$ cat src/rtl/sdf_pkg.sv
package sdf_pkg;

   typedef enum logic {
      SDF_DIR_TX = 1'b0,
      SDF_DIR_RX = 1'b1
   } sdf_dir_e;

   typedef struct packed {
      logic tx_empty;
      logic tx_full;
      logic tx_half_empty;
      logic tx_avail;
      logic rx_empty;
      logic rx_full;
      logic rx_half_full;
      logic rx_avail;
   } sdf_flags_t;

endpackage

$ cat src/rtl/sdf_store.sv
// Word store with wrap-around pointers and an occupancy counter.
// push/pop arrive already qualified by the parent.
module sdf_store #(
   parameter int DATA_W    = 32,
   parameter int DEPTH     = 32,
   parameter bit CLEAR_MEM = 1'b0,
   localparam int PTR_W    = $clog2(DEPTH),
   localparam int LVL_W    = PTR_W + 1
) (
   input  logic              clk,
   input  logic              rst_n,
   input  logic              restart,
   input  logic              push,
   input  logic              pop,
   input  logic [DATA_W-1:0] wdata,
   output logic [DATA_W-1:0] head,
   output logic [LVL_W-1:0]  level
);

   if ((1 << PTR_W) != DEPTH) begin : g_bad_depth
      $error("sdf_store: DEPTH must be a power of two");
   end

   logic [DATA_W-1:0] mem [DEPTH];
   logic [PTR_W-1:0]  wr_ptr, rd_ptr;
   logic [LVL_W-1:0]  cnt;

   always_ff @(posedge clk or negedge rst_n) begin
      if (!rst_n) begin
         wr_ptr <= '0;
         rd_ptr <= '0;
         cnt    <= '0;
      end else if (restart) begin
         wr_ptr <= '0;
         rd_ptr <= '0;
         cnt    <= '0;
      end else begin
         if (push) wr_ptr <= wr_ptr + 1'b1;
         if (pop)  rd_ptr <= rd_ptr + 1'b1;
         case ({push, pop})
            2'b10:   cnt <= cnt + 1'b1;
            2'b01:   cnt <= cnt - 1'b1;
            default: cnt <= cnt;
         endcase
      end
   end

   if (CLEAR_MEM) begin : g_mem_rst
      always_ff @(posedge clk or negedge rst_n) begin
         if (!rst_n) begin
            for (int i = 0; i < DEPTH; i++) mem[i] <= '0;
         end else if (push && !restart) begin
            mem[wr_ptr] <= wdata;
         end
      end
   end else begin : g_mem_plain
      always_ff @(posedge clk) begin
         if (push && !restart) mem[wr_ptr] <= wdata;
      end
   end

   assign head  = mem[rd_ptr];
   assign level = cnt;

endmodule

$ cat src/rtl/sdf_flags.sv
// Status decode from the occupancy, with early thresholds under flow control.
module sdf_flags
   import sdf_pkg::*;
#(
   parameter int DEPTH  = 32,
   parameter int WMARK  = 8,
   parameter int MARGIN = 2,
   localparam int LVL_W = $clog2(DEPTH) + 1
) (
   input  logic [LVL_W-1:0] level,
   input  sdf_dir_e         dir,
   input  logic             flow_en,
   output sdf_flags_t       flags,
   output logic             clk_stop
);

   if (WMARK < 1 || WMARK > DEPTH) begin : g_bad_wmark
      $error("sdf_flags: WMARK out of range");
   end
   if (MARGIN < 0 || MARGIN >= DEPTH) begin : g_bad_margin
      $error("sdf_flags: MARGIN out of range");
   end

   localparam logic [LVL_W-1:0] LV_DEPTH = LVL_W'(DEPTH);
   localparam logic [LVL_W-1:0] LV_WMARK = LVL_W'(WMARK);
   localparam logic [LVL_W-1:0] LV_ELOW  = LVL_W'(MARGIN);
   localparam logic [LVL_W-1:0] LV_EHIGH = LVL_W'(DEPTH - MARGIN);

   logic [LVL_W-1:0] room;
   logic             is_rx, at_full, at_empty, near_full, near_empty;

   always_comb begin
      room       = LV_DEPTH - level;
      is_rx      = (dir == SDF_DIR_RX);
      at_full    = (level == LV_DEPTH);
      at_empty   = (level == '0);
      near_full  = (level >= LV_EHIGH);
      near_empty = (level <= LV_ELOW);
      flags      = '0;
      if (is_rx) begin
         flags.rx_empty     = at_empty;
         flags.rx_full      = flow_en ? near_full : at_full;
         flags.rx_half_full = (level >= LV_WMARK);
         flags.rx_avail     = !at_empty;
      end else begin
         flags.tx_empty      = flow_en ? near_empty : at_empty;
         flags.tx_full       = at_full;
         flags.tx_half_empty = (room >= LV_WMARK);
         flags.tx_avail      = !at_empty;
      end
      clk_stop = flow_en && (is_rx ? near_full : near_empty);
   end

endmodule

$ cat src/rtl/sdf_track.sv
// Remaining-word counter and the two sticky error flags.
module sdf_track #(
   parameter int CNT_W = 24
) (
   input  logic             clk,
   input  logic             rst_n,
   input  logic             restart,
   input  logic [CNT_W-1:0] load_val,
   input  logic             move,
   input  logic             ovr_set,
   input  logic             und_set,
   input  logic             err_clr,
   output logic [CNT_W-1:0] remain,
   output logic             ovr_flag,
   output logic             und_flag
);

   always_ff @(posedge clk or negedge rst_n) begin
      if (!rst_n) begin
         remain <= '0;
      end else if (restart) begin
         remain <= load_val;
      end else if (move && remain != '0) begin
         remain <= remain - 1'b1;
      end
   end

   always_ff @(posedge clk or negedge rst_n) begin
      if (!rst_n) begin
         ovr_flag <= 1'b0;
         und_flag <= 1'b0;
      end else begin
         if (ovr_set)      ovr_flag <= 1'b1;
         else if (err_clr) ovr_flag <= 1'b0;
         if (und_set)      und_flag <= 1'b1;
         else if (err_clr) und_flag <= 1'b0;
      end
   end

endmodule

$ cat src/rtl/sdfifo_flow.sv
module sdfifo_flow
   import sdf_pkg::*;
#(
   parameter int DATA_W    = 32,
   parameter int DEPTH     = 32,
   parameter int WMARK     = 8,
   parameter int MARGIN    = 2,
   parameter int CNT_W     = 24,
   parameter bit CLEAR_MEM = 1'b0,
   localparam int LVL_W    = $clog2(DEPTH) + 1
) (
   input  logic              clk,
   input  logic              rst_n,
   input  logic              dir_rx,
   input  logic              flow_en,
   input  logic              xfer_start,
   input  logic [CNT_W-1:0]  xfer_words,
   input  logic              err_clr,
   input  logic              host_wr,
   input  logic [DATA_W-1:0] host_wdata,
   input  logic              host_rd,
   output logic [DATA_W-1:0] host_rdata,
   input  logic              card_wr,
   input  logic [DATA_W-1:0] card_wdata,
   input  logic              card_rd,
   output logic [DATA_W-1:0] card_rdata,
   output logic [LVL_W-1:0]  level,
   output logic [CNT_W-1:0]  remain,
   output logic              tx_empty,
   output logic              tx_full,
   output logic              tx_half_empty,
   output logic              tx_avail,
   output logic              rx_empty,
   output logic              rx_full,
   output logic              rx_half_full,
   output logic              rx_avail,
   output logic              rx_overrun,
   output logic              tx_underrun,
   output logic              clk_stop
);

   if (CNT_W < 1) begin : g_bad_cnt
      $error("sdfifo_flow: CNT_W must be positive");
   end

   localparam logic [LVL_W-1:0] LV_DEPTH = LVL_W'(DEPTH);

   sdf_dir_e          dir;
   sdf_flags_t        flg;
   logic              src_wr, src_rd, push, pop, move;
   logic              ovr_set, und_set, is_full, is_empty;
   logic [DATA_W-1:0] src_data, head;

   assign dir      = dir_rx ? SDF_DIR_RX : SDF_DIR_TX;
   assign is_full  = (level == LV_DEPTH);
   assign is_empty = (level == '0);

   always_comb begin
      if (dir == SDF_DIR_RX) begin
         src_wr   = card_wr;
         src_rd   = host_rd;
         src_data = card_wdata;
      end else begin
         src_wr   = host_wr;
         src_rd   = card_rd;
         src_data = host_wdata;
      end
      push    = !xfer_start && src_wr && !is_full;
      pop     = !xfer_start && src_rd && !is_empty;
      move    = (dir == SDF_DIR_RX) ? push : pop;
      ovr_set = !xfer_start && !flow_en && (dir == SDF_DIR_RX) && card_wr && is_full;
      und_set = !xfer_start && !flow_en && (dir == SDF_DIR_TX) && card_rd && is_empty;
   end

   sdf_store #(
      .DATA_W    (DATA_W),
      .DEPTH     (DEPTH),
      .CLEAR_MEM (CLEAR_MEM)
   ) u_store (
      .clk     (clk),
      .rst_n   (rst_n),
      .restart (xfer_start),
      .push    (push),
      .pop     (pop),
      .wdata   (src_data),
      .head    (head),
      .level   (level)
   );

   sdf_flags #(
      .DEPTH  (DEPTH),
      .WMARK  (WMARK),
      .MARGIN (MARGIN)
   ) u_flags (
      .level    (level),
      .dir      (dir),
      .flow_en  (flow_en),
      .flags    (flg),
      .clk_stop (clk_stop)
   );

   sdf_track #(
      .CNT_W (CNT_W)
   ) u_track (
      .clk      (clk),
      .rst_n    (rst_n),
      .restart  (xfer_start),
      .load_val (xfer_words),
      .move     (move),
      .ovr_set  (ovr_set),
      .und_set  (und_set),
      .err_clr  (err_clr),
      .remain   (remain),
      .ovr_flag (rx_overrun),
      .und_flag (tx_underrun)
   );

   assign host_rdata    = head;
   assign card_rdata    = (dir == SDF_DIR_TX && !is_empty) ? head : '0;
   assign tx_empty      = flg.tx_empty;
   assign tx_full       = flg.tx_full;
   assign tx_half_empty = flg.tx_half_empty;
   assign tx_avail      = flg.tx_avail;
   assign rx_empty      = flg.rx_empty;
   assign rx_full       = flg.rx_full;
   assign rx_half_full  = flg.rx_half_full;
   assign rx_avail      = flg.rx_avail;

endmodule

$ cat config.mk
export PLATFORM = sky130hd
export DESIGN_NAME = sdfifo_flow
export DESIGN_NICKNAME = d
export VERILOG_FILES = /design/src/rtl/sdf_pkg.sv /design/src/rtl/sdf_store.sv /design/src/rtl/sdf_flags.sv /design/src/rtl/sdf_track.sv /design/src/rtl/sdfifo_flow.sv
export SDC_FILE = /design/constraint.sdc
export NUM_CORES = 1
export LEC_CHECK = 0
export BUFFER_PORTS_ARGS = -buffer_cell sky130_fd_sc_hd__buf_2
export CAP_MARGIN = 20
export CORE_ASPECT_RATIO = 0.7
export CORE_MARGIN = 1
export CORE_UTILIZATION = 35
export CTS_CLUSTER_DIAMETER = 120
export DETAILED_ROUTE_END_ITERATION = 6
export SLEW_MARGIN = 20
export SYNTH_ARGS = -nofsm -noshare
export SYNTH_HDL_FRONTEND = slang
export SYNTH_SLANG_ARGS = --single-unit
$ cat constraint.sdc
create_clock -name clk -period 3.8 [get_ports clk]
set_input_delay 0.76 -clock clk [delete_from_list [all_inputs] [get_ports clk]]
set_output_delay 0.76 -clock clk [all_outputs]
set_load 0.02 [all_outputs]
### After elaboration in Yosys (flattened, before gate mapping)

Memories as Yosys holds them, arrays and structs flattened.
Cells that the tools add are included.

| storage, ports and cells | value |
|---|---|
| output and inout port bits | 105 |
| input bits | 98 |
| RAM bits | 1024 |
| logic and storage cells | 72 |
| register bits | 42 |
| latch bits | 0 |
| memories | 1 |
| bits in read-only memories | 0 |

| operators by class | value |
|---|---|
| order comparisons | 4 |
| bitwise operators | 1 |
| divide/modulo/power cells | 0 |
| $mul | 0 |
| add/subtract/negate cells | 6 |
| shift operators | 0 |
| mux-type cells | 24 |
| eq/ne operators | 3 |
| reduce and logical (&&, ||, !) cells | 27 |

Memory list:

| memory | words | width | rd ports | clocked after Yosys merged registers in | write ports | RTL line | RTL |
|---|---|---|---|---|---|---|---|
| u_store.mem | 32 | 32 | 1 | 0 | 1 | sdf_store.sv:24 | `logic [DATA_W-1:0] mem [DEPTH];` |

Operators by type and width:

| cell | count |
|---|---|
| $mux 32 | 2 |
| $mux 24 | 2 |
| $reduce_bool 24->1 | 1 |
| $sub 24x1->24 const B | 1 |
| $mux 5 | 4 |
| $logic_and 1x1->1 | 15 |
| $ge 6x4->1 const B | 2 |
| $mux 1 | 12 |
| $pmux 6 s2 | 1 |
| $add 5x1->5 const B | 2 |
| $reduce_bool 2->1 | 5 |
| $mux 4 | 2 |
| $add 6x1->6 const B | 1 |
| $eq 6x6->1 const B | 1 |
| $ge 6x5->1 const B | 1 |
| $le 6x2->1 const B | 1 |
| $logic_not 6->1 | 1 |
| $mux 6 | 1 |
| $sub 6x1->6 const B | 1 |
| $sub 6x6->6 const A | 1 |
| $logic_not 1->1 | 4 |
| $reduce_bool 3->1 | 1 |
| $eq 2x1->1 const B | 1 |
| $eq 2x2->1 const B | 1 |
| $not 1->1 | 1 |

### Logic depth before layout (Yosys ltp)

Gate-level depths: netlist (run 1).

| logic depth | value |
|---|---|
| depth in word-level cells | 8 |
| depth in mapped cells | 11 |

### Modules after synthesis

A second synthesis (run 1) with hierarchy kept.

| second synthesis, totals | value |
|---|---|
| cell total of the unflattened synthesis | 2102 |
| area total of the unflattened synthesis | 42431.9 µm² |

By module, submodules not included:

| module | area an instance (µm²) | cells an instance | times used |
|---|---|---|---|
| sdf_store | 39847.0 | 1817 | 1 |
| sdf_track | 1616.6 | 173 | 1 |
| sdfifo_flow | 820.8 | 90 | 1 |
| sdf_flags | 147.6 | 22 | 1 |

### Worst setup path before layout (run 1)

OpenSTA, ideal clock, no wires.

| timing | value |
|---|---|
| path kind | input to register |
| start | input port dir_rx |
| end | memory u_store.mem[31][0] (enable) |
| data arrival time | 3.331 ns |
| stages | 6 |
| slack | 0.048 ns |
| buffers on the path | 2 |
| data required time | 3.379 ns |
| path through | buf_2 > mux2i_1 > a211oi_2 > clkbuf_1 > nand2_1 > nor2_1 |

| on the way | value |
|---|---|
| cells in the longest elaborated chain, start to end | 7 |

RTL lines:

| what | RTL line | RTL |
|---|---|---|
| from (decl) | sdfifo_flow.sv:14 | `input logic dir_rx,` |
| $mux 1 | sdfifo_flow.sv:54 | `assign dir = dir_rx ? SDF_DIR_RX : SDF_DIR_TX;` |
| $mux 1 | sdfifo_flow.sv:59 | `if (dir == SDF_DIR_RX) begin` |
| $logic_and 1x1->1 (2 in a row) | sdfifo_flow.sv:68 | `push = !xfer_start && src_wr && !is_full;` |
| $logic_and 1x1->1 | sdf_store.sv:58 | `if (push && !restart) mem[wr_ptr] <= wdata;` |
| $mux 1 | sdf_store.sv:58 |  |
| $mux 1 (implied by the code) | sdf_store.sv:58 |  |
| to (decl) | sdf_store.sv:24 |  |

No other way between the ends.

### Worst setup path after layout (run 1)

| timing | value |
|---|---|
| start | register u_store.rd_ptr[0] |
| end | output port card_rdata[27] |

| on the way | value |
|---|---|
| cells in the longest elaborated chain, start to end | 2 |

RTL lines:

| what | RTL line | RTL |
|---|---|---|
| from (decl) | sdf_store.sv:25 | `logic [PTR_W-1:0] wr_ptr, rd_ptr;` |
| from (signal assigned) | sdf_store.sv:39 | `if (pop) rd_ptr <= rd_ptr + 1'b1;` |
| $mem_v2 32x32 | -- |  |
| $mux 32 | sdfifo_flow.sv:119 | `assign card_rdata = (dir == SDF_DIR_TX && !is_empty) ? head : '0;` |
| to (decl) | sdfifo_flow.sv:26 | `output logic [DATA_W-1:0] card_rdata,` |

No other way between the ends.

==> results of run 1 <==
-- sequential cells by signal, indices dropped and copies added, names as in the netlist --
signal and flops:
u_store.rd_ptr 5, u_store.wr_ptr 5, u_track.remain 24, u_track.ovr_flag 1, u_store.mem 1024, u_track.und_flag 1, u_store.level 6
-- report_power, final --
group          internal (uW)  leakage, uW  switching [uW]  total, uW
clock network           5530      0.00158            4360       9890
registers              13100      0.00973             137      13200
logic                   3150      0.00505            3030       6170
-- through the flow --
stage                     cell area [um2]  hold slack, ps  setup TNS, ps  total power (uW)
after floorplan                     42400             464              0             16700
after global placement              46600             476              0             18200
after detailed placement            46600             501              0             18300
after CTS                           51500             268          -2180             29100
after global routing                52200             135          -2580             30200
final                               52200             120           -270             29300
-- layer usage --
layer / part of all wire, % / vias to the layer above
met5: 0.023 / -
met4: 2.3 / 4
met3: 7.3 / 167
met2: 48 / 991
met1: 43 / 12100
li1: - / 9240
-- cell usage in the layout (no fill, tap or decap), types with 10 or more instances in the layout --
| master | instances |
|---|---|
| edfxtp_1 | 1024 |
| mux4_2 | 256 |
| buf_2 | 185 |
| clkbuf_16 | 111 |
| buf_4 | 106 |
| mux2_2 | 75 |
| buf_12 | 54 |
| mux2i_1 | 38 |
| nor2_1 | 37 |
| dfrtp_1 | 37 |
| nor2_4 | 35 |
| and2_1 | 31 |
| nand2_1 | 31 |
| clkinv_1 | 28 |
| o22ai_4 | 24 |
| mux2_4 | 22 |
| clkbuf_1 | 21 |
| clkinv_2 | 20 |
| mux2i_2 | 18 |
| buf_16 | 18 |
| a221oi_4 | 17 |
| buf_6 | 16 |
| nor3_1 | 14 |
| a221oi_2 | 14 |
| mux2i_4 | 11 |
| o21ai_0 | 11 |
| a31oi_1 | 11 |
| or3_1 | 10 |
-- cells in the mapped netlist, drive strengths merged, types with 6 or more instances --
master,count,area (um2)
dfrtp,42,1050
xor2,6,52.6
a31oi,11,68.8
nor3,16,91.3
o22ai,32,200
a21oi,9,45.0
or2,6,37.5
and2,34,213
or4,9,71.3
buf,61,347
o21ai,12,60.1
o41ai,7,61.3
nand2,32,120
inv,9,33.8
edfxtp,1024,30700
mux2,97,1090
a221oi,34,298
mux2i,67,671
mux4,256,5770
o211ai,8,60.1
o311ai,8,70.1
nor2,71,267
nand3,9,45.0
or3,10,62.6
clkbuf,58,218
ha,7,87.6
-- layout make-up --
cell class	instances	area [um2]
clock buffers	128	2750
repair buffers	391	3780
diodes	2	5.00
well taps	1620	2030
flip-flops and latches	1066	31800
fillers	10100	67500
clock inverters	63	473
multi-input cells	807	11300
inverters	9	33.8
-- worst max-delay path by stage --
stage,start,endpoint,depth (start not counted)
global placement,u_store.rd_ptr[0],card_rdata[9],7
detailed placement,u_store.rd_ptr[0],card_rdata[15],8
floorplan,dir_rx,u_store.mem[31][0],6
finish,u_store.rd_ptr[0],card_rdata[27],9
CTS,u_store.rd_ptr[0],card_rdata[30],9
global route,u_store.rd_ptr[0],card_rdata[14],8
-- kinds of logic after synthesis --
kind of cell / count (synthesis) / share of synthesized area, %
AND/OR/NAND/NOR: 223 / 2.81
multiplexers: 420 / 17.8
XOR/XNOR: 7 / 0.145
buffers and inverters: 128 / 1.41
adder cells (fa/ha/maj): 8 / 0.230
AO/OA/AOI/OAI: 148 / 2.60
flip-flops: 1066 / 75.0
-- repair_timing --
| action | 4_1_cts | 5_1_grt |
|---|---|---|
| cloned | 15 | 5 |
| gates resized for setup | 167 | 89 |
| endpoints found under the hold margin | 0 | 0 |
| pin swaps | 28 | 17 |
| buffers inserted | 35 | 25 |
| setup endpoints to repair | 63 | 50 |
==> flow_metrics.py, run 1 <==
metrics = {
    "sta": {
        "worst_pin_slew_ps": 947,
        "slew_violations": 0,
        "finalWorstSetupSlack_ps": -44.5,
        "period_needed_ps": 3840,
        "max_slew_margin_pct": 36.7,
        "fin_skew_ps": 32.1,
        "hold_violations": 0,
        "setup_viol": 13,
        "fin_crit_sh_pct": 101,
        "rsz0062_at_grt": "yes",
        "clock.fmax_mhz": 260,
    },
    "synth": {
        "netlist_instances": 2000,
        "synthesis.nets": 2105,
        "ys_warn_count": 0,
        "synth-seq-area-share_pct": 75.0,
        "ys_ff_latch": 1066,
        "syn_area_um2": 42400,
        "ys.flop_type": "edfxtp_1",
        "synth_cell_types": 64,
        "async_reset_ff_share_pct": 3.94,
        "avgSynthCellArea_um2": 21.2,
        "synth_edf_count": 1024,
    },
    "drt": {
        "wl_per_cell_um": 28.2,
        "finalWirelength_um": 115000,
        "drcViolationCount": 0,
        "via_per_inst": 5.50,
        "drt_iter0_drc": 2553,
        "drtAntennaViolNets": 0,
        "vias": 22500,
        "drt_pre_antenna_iters": 5,
    },
    "setup_path": {
        "worstSetupStartpointType": "flop",
        "path_class": "reg2out",
        "worst_r2r_path_depth": 8,
        "critPathSlowestCell": "mux4_2",
        "r2r-end": "u_track.remain[5]",
        "crit_path_max_fanout": 7,
        "ff2ff_setup_slack_ps": 760,
        "crit_chain": "buf_12 > buf_16 > buf_8 > mux4_2 > mux2_4 > o22ai_4 > a221oi_4 > and2_1 > buf_4",
        "worst-path-buf-inv": 4,
        "end_kind": "primary output",
        "reg2reg_from": "u_track.remain[0]",
        "required_ps": 3040,
        "max_stage_delay_ps": 510,
        "crit_family": "multiplexers",
        "worstPathArrival_ps": 3080,
    },
    "clocking": {
        "clock-sinks": 1066,
        "tritoncts": "built",
        "clk_latency_ps": 680,
        "path_clk_slew_ps": 60,
        "ctsHoldBuffers": 0,
        "cts.htree.levels": 3,
        "ctsLongestPathBuffers": 3,
        "cts_buffers": 106,
        "clockRootBuffer": "clkbuf_16",
    },
    "floorplanning": {
        "start_util_pct": 35.4,
        "die_width_um": 418,
        "io_pins": 203,
        "die-height_um": 293,
        "num_rows": 106,
        "coreArea_um2": 120000,
        "die_area_um2": 123000,
    },
    "global_routing": {
        "overflow": 0,
        "grt_max_degree": 47,
        "grt_antenna_before_repair": 4,
        "top_usage_layer": "met2",
        "grt_pass1_wl_um": 163000,
        "use_met1_pct": 26.2,
        "grt_use_total_pct": 18.6,
        "grt_pass1_vias": 22600,
        "met3_usage_pct": 3.63,
        "met2_usage_pct": 29.5,
    },
    "worst_hold_path": {
        "holdCritPathClass": "in2async",
    },
    "placement": {
        "place_ws_ps": 285,
        "port_buffers": 202,
        "dpl.hpwl_um": 63800,
        "dp_cells": 3826,
        "place_congestion": 0.863,
    },
    "power_and_ir_drop": {
        "vdd_ir_drop_max_v": 0.000379,
        "leakagePower_uw": 0.0164,
        "power_density_nw_per_um2": 561,
    },
    "layout": {
        "stdcell_count": 4086,
        "drive_above_1_share_pct": 42.2,
        "num-nets-final": 2486,
        "final_util_pct": 43.6,
        "area_growth_pct": 23.2,
    },
    "outcome": {
        "violations": "negative setup slack",
        "status": "finished with violations",
    },
    "run": {
        "drv_cap": 0,
    },
}
(Power assumes the default switching activity.)
==> inputs of run 2 (changes only) <==
--- a/config.mk
+++ b/config.mk
@@ -5,14 +5,13 @@
 export SDC_FILE = /design/constraint.sdc
 export NUM_CORES = 1
 export LEC_CHECK = 0
-export BUFFER_PORTS_ARGS = -buffer_cell sky130_fd_sc_hd__buf_2
 export CAP_MARGIN = 20
 export CORE_ASPECT_RATIO = 0.7
 export CORE_MARGIN = 1
 export CORE_UTILIZATION = 35
 export CTS_CLUSTER_DIAMETER = 120
 export DETAILED_ROUTE_END_ITERATION = 6
-export SLEW_MARGIN = 20
+export DONT_BUFFER_PORTS = 1
 export SYNTH_ARGS = -nofsm -noshare
 export SYNTH_HDL_FRONTEND = slang
 export SYNTH_SLANG_ARGS = --single-unit
==> flow_metrics.py, run 2 (synthesis results as in run 1) <==
metrics = {
    "drt": {
        "drtAntennaViolNets": 0,
        "vias": 21800,
        "drcViolationCount": 0,
        "drt_pre_antenna_iters": 5,
        "wl_per_cell_um": 29.0,
        "finalWirelength_um": 114000,
        "drt_iter0_drc": 2737,
        "via_per_inst": 5.58,
    },
    "sta": {
        "fin_crit_sh_pct": 100,
        "max_slew_margin_pct": 39.1,
        "slew_violations": 0,
        "setup_viol": 1,
        "fin_skew_ps": 34.4,
        "clock.fmax_mhz": 263,
        "finalWorstSetupSlack_ps": -6.65,
        "period_needed_ps": 3810,
        "worst_pin_slew_ps": 912,
        "hold_violations": 0,
        "rsz0062_at_grt": "yes",
        "final.setup.tns_ps": -6.65,
    },
    "setup_path": {
        "critPathSlowestCell": "mux4_2",
        "crit_path_frequent_cell": "buf_12",
        "required_ps": 3040,
        "worst_r2r_path_depth": 10,
        "crit_chain": "buf_12 > buf_12 > buf_12 > buf_16 > mux4_2 > mux2_4 > o22ai_4 > a221oi_4 > and2_4",
        "crit_family": "multiplexers",
        "cp.depth": 9,
        "worstSetupStartpointType": "flop",
        "path_class": "reg2out",
        "crit_path_max_fanout": 6,
        "end_kind": "primary output",
        "worst-path-buf-inv": 4,
        "max_stage_delay_ps": 510,
        "worstPathArrival_ps": 3050,
    },
    "layout": {
        "largest_reg_flops": 1024,
        "drive_above_1_share_pct": 38.3,
        "layout_commonest_cell": "edfxtp_1",
        "num-nets-final": 2308,
        "area_growth_pct": 20.8,
        "top_register": "u_store.mem",
        "final_cell_mix": "edfxtp_1, mux4_2, buf_4",
        "reg_top3": "u_store.mem (1024), u_track.remain (24), u_store.level (6)",
        "n_antenna_cell": 0,
        "final_util_pct": 42.7,
    },
    "floorplanning": {
        "die_area_um2": 123000,
        "start_util_pct": 35.4,
        "die_width_um": 418,
        "coreArea_um2": 120000,
        "die-height_um": 293,
        "io_pins": 203,
        "num_rows": 106,
    },
    "placement": {
        "place_congestion": 0.866,
        "port_buffers": 0,
        "dpl.hpwl_um": 64500,
    },
    "global_routing": {
        "grt_pass1_wl_um": 162000,
        "overflow": 0,
        "grt_pass1_vias": 22100,
        "grt_antenna_before_repair": 2,
        "grt_use_total_pct": 18.5,
        "grt_max_degree": 48,
    },
    "clocking": {
        "ctsLongestPathBuffers": 3,
        "path_clk_slew_ps": 60,
        "tritoncts": "built",
        "clockRootBuffer": "clkbuf_16",
        "clk_latency_ps": 680,
        "cts_buffers": 107,
        "clock-sinks": 1066,
        "cts.htree.levels": 3,
    },
    "power_and_ir_drop": {
        "finalPower_uw": 29800,
        "power_density_nw_per_um2": 582,
        "vdd_ir_drop_max_v": 0.000497,
        "leakagePower_uw": 0.0157,
    },
    "outcome": {
        "status": "finished with violations",
        "violations": "negative setup slack",
    },
    "worst_hold_path": {
        "holdCritPathClass": "in2reg",
        "hold_depth": 1,
    },
    "run": {
        "drv_cap": 0,
    },
}
## run 2: changes by cell type in the layout (fill, tap and decap cells not counted), moves of 7 or more
| cell | delta |
|---|---|
| mux2i_4 | -8 |
| o22ai_4 | -13 |
| and2_4 | +17 |
| buf_6 | -8 |
| buf_12 | -11 |
| bufinv_16 | +8 |
| mux2_2 | +10 |
| mux2_4 | -10 |
| and2_1 | -22 |
| buf_2 | -185 |
| buf_4 | +27 |
| mux2i_1 | +10 |
| o22ai_1 | +7 |
## run 2: through the flow
step | area, um2 | cells | hold WS (ps) | setup slack [ps]
global route | 51200 | 3915 | 125 | -92.6
finish | 51200 | 3915 | 157 | -6.65
floorplan | 42400 | 2000 | 464 | 48.1
global placement | 45700 | 3658 | 465 | 81.4
CTS | 50900 | 3908 | 112 | -49.0
detailed placement | 45700 | 3658 | 466 | 95.5
## run 2: final timing paths
kind | from | end | slack [ps]
max in group asynchronous | rst_n | u_store.rd_ptr[0] | 2960
min in group asynchronous | rst_n | u_track.remain[11] | 610
min reg2reg | u_track.ovr_flag | u_track.ovr_flag | 640
max reg2reg | u_store.level[2] | u_store.level[4] | 600
max | u_store.rd_ptr[0] | card_rdata[22] | -7
min | xfer_start | u_store.level[3] | 160
## run 2: area by class of cell
class | count | area (um2)
Fill cell | 10100 | 68600
Sequential cell | 1066 | 31800
Multi-Input combinational cell | 806 | 11000
Clock buffer | 131 | 2830
Timing Repair Buffer | 213 | 2730
Tap cell | 1620 | 2030
Clock inverter | 70 | 724
Inverter | 9 | 33.8
## run 2: worst register-to-register path: cells and delay by family (launching register included)
| kind | cells | cell delay (ps) |
|---|---|---|
| AND/OR/NAND/NOR | 4 | 1130 |
| AO/OA/AOI/OAI | 3 | 760 |
| flip-flops | 1 | 630 |
| adder cells (fa/ha/maj) | 1 | 250 |
| buffers and inverters | 1 | 210 |
| XOR/XNOR | 1 | 100 |
## run 2: repair_timing
| item | in CTS | in global routing |
|---|---|---|
| endpoints found under the setup margin | 61 | 43 |
| gates resized for setup | 154 | 54 |
| cloned | 16 | 2 |
| hold endpoints to repair | 42 | 0 |
| pin swaps | 18 | 15 |
| hold buffers | 2 | 0 |
| buffers inserted | 32 | 10 |
## run 2: power breakdown
| part | switching, uW | total [uW] | internal (uW) |
|---|---|---|---|
| Sequential | 165 | 13200 | 13100 |
| Clock | 4420 | 10700 | 6250 |
| Combinational | 2900 | 5850 | 2950 |
| Total | 7480 | 29800 | 22300 |
## run 2: metal layers
| layer | up-vias | routed length (um) | GRT usage [%] |
|---|---|---|---|
| li1 | 8878 | - | - |
| met1 | 11800 | 48000 | 26.3 |
| met5 | - | 23 | 0 |
| met4 | 4 | 2400 | 4.33 |
| met2 | 992 | 54800 | 29.9 |
| met3 | 155 | 8490 | 2.99 |
